## src/rtl/dcc_block_packer.sv

```systemverilog
module dcc_block_packer #(
  parameter int CH_W   = 8,
  parameter int NCH    = 4,
  parameter int NPIX   = 64,
  parameter int SECT_W = 256
) (
  input  logic                 clk,
  input  logic                 rst_n,
  input  logic                 in_valid,
  output logic                 in_ready,
  input  logic [CH_W*NCH-1:0]  in_pixel,
  output logic                 out_valid,
  input  logic                 out_ready,
  output logic [SECT_W-1:0]    out_data,
  output logic [3:0]           out_mode,
  output logic [3:0]           out_count,
  output logic                 out_last
);
  localparam int PIX_W    = CH_W * NCH;
  localparam int BLK_W    = PIX_W * NPIX;
  localparam int NDELTA   = (NPIX - 1) * NCH;
  localparam int MAX_SECT = BLK_W / SECT_W;
  localparam int CNT_W    = $clog2(NPIX);
  localparam int SEC_W    = $clog2(MAX_SECT);
  localparam int S0 = (PIX_W + SECT_W - 1) / SECT_W;
  localparam int S2 = (PIX_W + NDELTA * 2 + SECT_W - 1) / SECT_W;
  localparam int S4 = (PIX_W + NDELTA * 4 + SECT_W - 1) / SECT_W;
  localparam logic [3:0] MODE_RAW = 4'hF;

  logic [PIX_W-1:0] pix_q [NPIX];
  logic [CNT_W-1:0] cnt;
  logic [SEC_W-1:0] sect;
  logic             sending;
  logic             fit0, fit2, fit4;
  logic [NCH-1:0]   nz_c, ok2_c, ok4_c;
  logic [BLK_W-1:0] s0, s2, s4, sraw, sel;

  assign in_ready  = !sending;
  assign out_valid = sending;

  for (genvar c = 0; c < NCH; c++) begin : g_in_fit
    logic [CH_W-1:0] dc;
    assign dc       = in_pixel[c*CH_W +: CH_W] - pix_q[0][c*CH_W +: CH_W];
    assign nz_c[c]  = |dc;
    assign ok2_c[c] = (&dc[CH_W-1:1]) | ~(|dc[CH_W-1:1]);
    assign ok4_c[c] = (&dc[CH_W-1:3]) | ~(|dc[CH_W-1:3]);
  end

  for (genvar i = 0; i < NPIX; i++) begin : g_raw
    assign sraw[i*PIX_W +: PIX_W] = pix_q[i];
  end

  for (genvar k = 0; k < NDELTA; k++) begin : g_delta
    localparam int P = k / NCH + 1;
    localparam int C = k % NCH;
    logic [CH_W-1:0] d;
    assign d = pix_q[P][C*CH_W +: CH_W] - pix_q[0][C*CH_W +: CH_W];
    assign s2[PIX_W + 2*k +: 2] = d[1:0];
    assign s4[PIX_W + 4*k +: 4] = d[3:0];
  end

  assign s0 = {{(BLK_W-PIX_W){1'b0}}, pix_q[0]};
  assign s2[PIX_W-1:0] = pix_q[0];
  assign s4[PIX_W-1:0] = pix_q[0];
  assign s2[BLK_W-1:PIX_W+2*NDELTA] = '0;
  assign s4[BLK_W-1:PIX_W+4*NDELTA] = '0;

  always_comb begin
    if (fit0 && S0 < MAX_SECT) begin
      out_mode = 4'd0; out_count = 4'(S0); sel = s0;
    end else if (fit2 && S2 < MAX_SECT) begin
      out_mode = 4'd2; out_count = 4'(S2); sel = s2;
    end else if (fit4 && S4 < MAX_SECT) begin
      out_mode = 4'd4; out_count = 4'(S4); sel = s4;
    end else begin
      out_mode = MODE_RAW; out_count = 4'(MAX_SECT); sel = sraw;
    end
  end

  assign out_data = sel[sect*SECT_W +: SECT_W];
  assign out_last = (4'(sect) == out_count - 4'd1);

  always_ff @(posedge clk) begin
    if (in_valid && in_ready) pix_q[cnt] <= in_pixel;
  end

  always_ff @(posedge clk) begin
    if (!rst_n) begin
      sending <= 1'b0;
      cnt     <= '0;
      sect    <= '0;
      fit0    <= 1'b1;
      fit2    <= 1'b1;
      fit4    <= 1'b1;
    end else begin
      if (in_valid && in_ready) begin
        if (cnt == '0) begin
          fit0 <= 1'b1;
          fit2 <= 1'b1;
          fit4 <= 1'b1;
        end else begin
          fit0 <= fit0 & ~(|nz_c);
          fit2 <= fit2 & (&ok2_c);
          fit4 <= fit4 & (&ok4_c);
        end
        if (cnt == CNT_W'(NPIX - 1)) begin
          cnt     <= '0;
          sending <= 1'b1;
          sect    <= '0;
        end else begin
          cnt <= cnt + 1'b1;
        end
      end
      if (out_valid && out_ready) begin
        if (out_last) sending <= 1'b0;
        else          sect    <= sect + 1'b1;
      end
    end
  end

  assert_hold_R8: assert property (@(posedge clk) disable iff (!rst_n)
    out_valid && !out_ready |=> out_valid && $stable(out_data) && $stable(out_mode) && $stable(out_count));
  assert_start_after_intake_R2: assert property (@(posedge clk) disable iff (!rst_n)
    $rose(out_valid) |-> $past(in_valid && in_ready));
  assert_continue_R9: assert property (@(posedge clk) disable iff (!rst_n)
    out_valid && out_ready && !out_last |=> out_valid);
  assert_release_R9: assert property (@(posedge clk) disable iff (!rst_n)
    out_valid && out_ready && out_last |=> in_ready && !out_valid);
  assert_raw_full_R6: assert property (@(posedge clk) disable iff (!rst_n)
    out_valid && out_count == 4'(MAX_SECT) |-> out_mode == MODE_RAW);
endmodule

```

## config.mk

```make
export PLATFORM = sky130hd
export DESIGN_NAME = dcc_block_packer
export DESIGN_NICKNAME = d
export VERILOG_FILES = /design/src/rtl/dcc_block_packer.sv
export SDC_FILE = /design/constraint.sdc
export NUM_CORES = 2
export LEC_CHECK = 0
export ABC_AREA = 0
export BUFFER_PORTS_ARGS = -buffer_cell sky130_fd_sc_hd__buf_4
export CORE_UTILIZATION = 35
export CTS_CLUSTER_DIAMETER = 50
export DETAILED_ROUTE_END_ITERATION = 10
export MAX_ROUTING_LAYER = met4
export PLACE_DENSITY = 0.59
export SYNTH_ARGS = -nofsm -noshare
export SYNTH_HDL_FRONTEND = slang
export SYNTH_SLANG_ARGS = --single-unit
```

## constraint.sdc

```tcl
create_clock -name clk -period 17.7 [get_ports clk]
set_input_delay 2.655 -clock clk [delete_from_list [all_inputs] [get_ports clk]]
set_output_delay 2.655 -clock clk [all_outputs]
set_load 0.01 [all_outputs]
```

## Word level (Yosys, flattened, before mapping)

Memories as Yosys holds them, arrays and structs flattened.
Index checks and enable logic that the tools add are counted.

- Memory bits (writable): 2048
- Memories: 1
- Register bits after elaboration: 13
- Input port bits: 36
- Logic and storage cells: 335

Memory list:

| memory | depth | bits a word | rd ports | clocked after memory_dff | write ports | RTL line | RTL |
|---|---|---|---|---|---|---|---|
| pix_q | 64 | 32 | 64 | 0 | 1 | 30 | `logic [PIX_W-1:0] pix_q [NPIX];` |

- Bitwise logic cells: 20
- Equality and inequality tests: 2
- Multiplexer cells: 23
- $add $sub $neg: 259
- Reduce and logical (&&, ||, !) cells: 23
- Shifts and indexed selects: 1

Operators with widths:

| kind | number |
|---|---|
| $mux 2048 | 3 |
| $shiftx 2048x12->256 | 1 |
| $sub 4x4->4 | 252 |
| $reduce_or 32->1 | 1 |
| $sub 8x8->8 | 4 |
| $reduce_and 7->1 | 4 |
| $reduce_or 7->1 | 4 |
| $mux 4 | 6 |
| $reduce_and 5->1 | 4 |
| $reduce_or 5->1 | 4 |
| $mux 3 | 4 |
| $mux 1 | 9 |
| $not 1->1 | 9 |
| $or 1x1->1 | 8 |
| $reduce_and 4->1 | 2 |
| $add 6x1->6 const B | 1 |
| $eq 6x6->1 const B | 1 |
| $logic_not 6->1 | 1 |
| $mux 6 | 1 |
| $eq 3x4->1 | 1 |
| $sub 4x1->4 const B | 1 |
| $add 3x1->3 const B | 1 |
| $and 1x1->1 | 3 |
| $logic_and 1x1->1 | 2 |
| $logic_not 1->1 | 1 |

## Depth between registers and ports, before layout

An unclocked memory read counts as a cell.

- Depth after elaboration: 8
- Gate-level depth with buffers: 13
- Gate-level depth less buffers: 12

## Worst setup path after synthesis

No wires, ideal clock.

- Path kind: register -> output
- Start point: memory pix_q[0][1] (netlist name)
- End point: output out_data[35]
- Path slack: 8.907 ns
- Path buffers: 0
- Stages on the path, launching flop included: 11
- Arrival time: 6.138 ns
- Cell sequence: edfxtp_1 inv_1 ha_1 nor2b_1 o21ai_0 a21oi_1 o21ai_0 xor2_1 a21oi_1 a221o_1 a221o_1

RTL lines:

| element | RTL line | RTL |
|---|---|---|
| start: declaration | 30 |  |
| end: declaration | 14 | `output logic [SECT_W-1:0] out_data,` |

==> reports/qor.csv <==
stage,metric,value,unit
synth,post-synth cell types,73,
min_path,hold endpoint,out_valid$_SDFF_PN0_,
sta,fmax,107.1,MHz
sta,Tcrit/Tclk final,52.75,%
power,P_sw,3846,uW
cells_and_area,Layout area overhead,14.68,%
worst_setup_path,Crit path largest cell delay,1.19,ns
synth,asr flop ratio synth,0,%
cells_and_area,proportion of layout cells with a drive suffix above 1,17.55,%
sta,Worst-Margin Slew,1.611,ns
power,switch share,29.12,%
power,PD cells,96.66,mW/mm^2
worst_setup_path,"most used cell, CP",buf_4,
clocking,CTS tree,yes,
grt,largest net degree at the start of global routing,184,
synth,top post-synthesis cells by area,"edfxtp_1 (52%), ha_1 (8.3%), mux4_2 (7.8%)",
power,Clk network pwr share,42.5,%
sta,Hold Fails Final Rpt,0,
clocking,Setup Buffers After CTS,0,
grt,total gr overflow,0,
power,total power,13210,uW
clocking,CTS H-Tree Depth,5,
sta,RSZ-0062 raised after global routing,no,
synth,Post-synth EDFFs,2048,
placed_design,Placed Cells,13310,
power,Combinational Power Share,16.6,%
detailed_routing,drt total wl,561.6,mm
sta,Max-slew headroom,-7.821,%
cells_and_area,# nets final,10160,
synth,cell taking the most area after synthesis,edfxtp_1,
cells_and_area,final instance area,0.1366,sq mm
sta,Slew Limit Fails,4,
clocking,root buffer cell,clkbuf_16,
clocking,clk_lat worst skew,0.91,ns
run_status,status,"complete, but fails checks",
power,Max IR drop VDD,0.00006534,V
worst_setup_path,reg2reg path depth,13,
synth,main flop type after synthesis,edfxtp_1,
placed_design,gpl congestion,1.006,
min_path,Hold Path Depth,2,
synth,Synth top area share,51.62,%
detailed_routing,via count,87680,
clocking,CTS Buffer Depth,4,
floorplanning,Die ar.,0.3427,sq mm
sta,setup violators final,0,
power,Leak,0.04765,uW
worst_setup_path,Worst R2R Setup Slack,12.02,ns
synth,post-synthesis cell area,0.1191,sq mm
worst_setup_path,critical path arrival,6.68,ns
run_status,failing checks,"capacitance limit, slew limit",
floorplanning,core area,0.3377,sq mm
grt,initial antenna violation count,80,
cells_and_area,Non-Filler Instances,13870,
detailed_routing,DRC violations left,0,
floorplanning,# IOs,303,
worst_setup_path,worst reg2reg endpoint,sect[0]$_SDFF_PN0_,
cells_and_area,sequential cell area,0.06178,sq mm
clocking,hold buffers post-CTS,0,
placed_design,IO Port Bufs,302,
detailed_routing,drt pass-1 iters,8,
min_path,hold path startpoint,out_valid$_SDFF_PN0_,
grt,vias in the first global route,83990,
synth,"flops & latches, synth",2061,
synth,post-synthesis cell count,8773,
worst_setup_path,cells along the critical path,"buf_4, buf_4, ha_1, inv_1, fa_1, o21ai_0, nor2_1, a21o_1, a22oi_1, o22a_1, o21ai_0, buf_4",
synth,post-synth net total,9853,
clocking,"Clk pin slew, worst setup/hold paths",0.06,ns
grt,GRT Resource Usage Total,33.11,%
worst_setup_path,nature of the critical path endpoint,output port,
clocking,post-CTS sizing,0,
floorplanning,Starting Density,35.28,%
power,Pint,9361,uW
placed_design,placed inst area,0.1275,sq mm
sta,Fin Clk Skew,0.07748,ns
cells_and_area,"Core Util, Final",40.46,%
worst_setup_path,RR Startpoint,fit4$_SDFFE_PN1P_,
detailed_routing,vias per cell,6.322,
min_path,min-delay worst type,flop to flop,
cells_and_area,area of the multi-input gates,0.05345,sq mm
synth,syn avg cell area,13.58,sq um
sta,Final TNS setup,0,ns
synth,sequential area share after synthesis,51.84,%
floorplanning,FP Rows,213,
detailed_routing,DR iter-0 viols,15230,
cells_and_area,"most common cell after layout, fill and taps aside",edfxtp_1,
detailed_routing,Routed Antenna Nets,0,
worst_setup_path,CP max stage cell,edfxtp_1,
sta,post-layout min period,9.338,ns
detailed_routing,WL/cell,40.49,um
flow_run,Max Cap Violations,3,
cells_and_area,FILL cells,31420,
worst_setup_path,CP Class,flop to output port,
floorplanning,die width,585.4,um
placed_design,post-DP HPWL,385.5,mm
clocking,Clock Sink Count,2061,
synth,Ys Warns,0,
grt,first-pass GRT wire length,747.2,mm
worst_setup_path,CP Max Fanout,30,
floorplanning,die height,585.4,um
clocking,CTS Buf Count,283,
power,Sequential Power Share,40.9,%
worst_setup_path,crit path launch type,flop,
worst_setup_path,"Req. time, crit path",15.05,ns
cells_and_area,most frequent cells in the layout,"edfxtp_1 (2,048), ha_1 (788), a21oi_1 (748), xnor2_1 (632), inv_1 (570)",
==> synthesized netlist by cell type, types with 5 or more instances <==
cell type     n
edfxtp_1   2048
ha_1        788
a21oi_1     750
xnor2_1     632
inv_1       580
mux4_2      413
nor2_1      328
mux2i_1     294
clkbuf_1    289
nand2_1     284
a22oi_1     279
a221oi_1    268
fa_1        256
a21o_1      255
o21ai_0     218
buf_2       159
xor2_1      147
o22ai_1     125
a22o_1      120
mux2_2       91
buf_1        71
o31ai_1      56
a2bb2oi_1    50
o21ai_1      31
buf_4        24
a211oi_1     19
nand3_1      16
inv_2        15
nor2b_1      15
dfxtp_1      13
o211ai_1     13
a221o_1      12
nand4_1      12
nor4_1        9
nor3_1        7
and3_1        6
nand2b_1      6
o21bai_1      6
nor4b_1       5
o2111ai_1     5
==> critical path, delay by kind of cell (launching register included) <==
| kind | cells | cell delay [ns] |
|---|---|---|
| flops | 1 | 1.19 |
| compound gates | 5 | 1.76 |
| fa+ha+maj | 2 | 0.96 |
| simple gates | 1 | 0.18 |
| buf+inv | 4 | 1.55 |
==> routing by layer <==
layer / share of wire [%] / up-vias / GRT usage [%] / routed length, um
li1: - / 34440 / - / -
met1: 38 / 45320 / 42.39 / 212200
met2: 42 / 6717 / 46.45 / 237100
met3: 13 / 1202 / 9.465 / 72340
met4: 7.1 / 0 / 19.54 / 39920
met5: 0 / - / - / 0
==> state kept, by name, summed over array words and instances, names as in the netlist <==
name	cells
cnt	6
fit0	1
fit2	1
fit4	1
out_valid	1
pix_q	2048
sect	3
==> how the worst max path moves through the flow <==
stage | to | depth (start not counted) | startpoint
3_5_place_dp | out_data[231] | 13 | pix_q[0][9]$_DFFE_PP_
3_3_place_gp | out_data[231] | 13 | pix_q[0][9]$_DFFE_PP_
5_1_grt | out_data[231] | 13 | pix_q[0][9]$_DFFE_PP_
4_1_cts | out_data[231] | 13 | pix_q[0][9]$_DFFE_PP_
2_1_floorplan | out_data[35] | 10 | pix_q[0][1]$_DFFE_PP_
6_report | out_data[3] | 12 | pix_q[0][8]$_DFFE_PP_
==> metrics by stage <==
| step | hold slack (ns) | setup WS [ns] |
|---|---|---|
| 6_report | 0.5413 | 8.362 |
| 5_1_grt | 0.5591 | 8.235 |
| 4_1_cts | 0.5377 | 8.428 |
| 3_5_place_dp | 0.5214 | 9.384 |
| 3_3_place_gp | 0.5120 | 9.340 |
| 2_1_floorplan | 0.5220 | 8.907 |
==> logic make-up (layout without fill, tap and decap cells) <==
logic type               after synthesis  count (layout)  share of synthesized area [%]
other                                  0              58                              0
adder cells (fa/ha/maj)             1044            1044                          12.58
AO/OA/AOI/OAI                       2234            2234                          12.36
buffers and inverters               1139            1663                          3.840
AND/OR/NAND/NOR                      717             717                          2.511
XOR/XNOR                             779             779                          5.727
multiplexers                         799             799                          11.15
flip-flops                          2061            2061                          51.84
==> power groups by stage <==
stage	Sequential (uW)	Combinational [uW]	Clock, uW
2_1_floorplan	5500	1070	0
3_3_place_gp	5510	2100	0
3_5_place_dp	5510	2110	0
4_1_cts	5400	2120	5630
5_1_grt	5400	2240	5800
6_report	5410	2190	5610
==> area by class of cell <==
type,count,area share (%)
antenna,58,0.1062
clock buffer,336,5.460
clock inverter,167,1.073
inverter,595,1.673
multi-input combinational,5573,39.12
sequential,2061,45.22
tap,4515,4.135
timing repair buffer,565,3.214
Note: power is estimated with default switching activity, not from simulation.
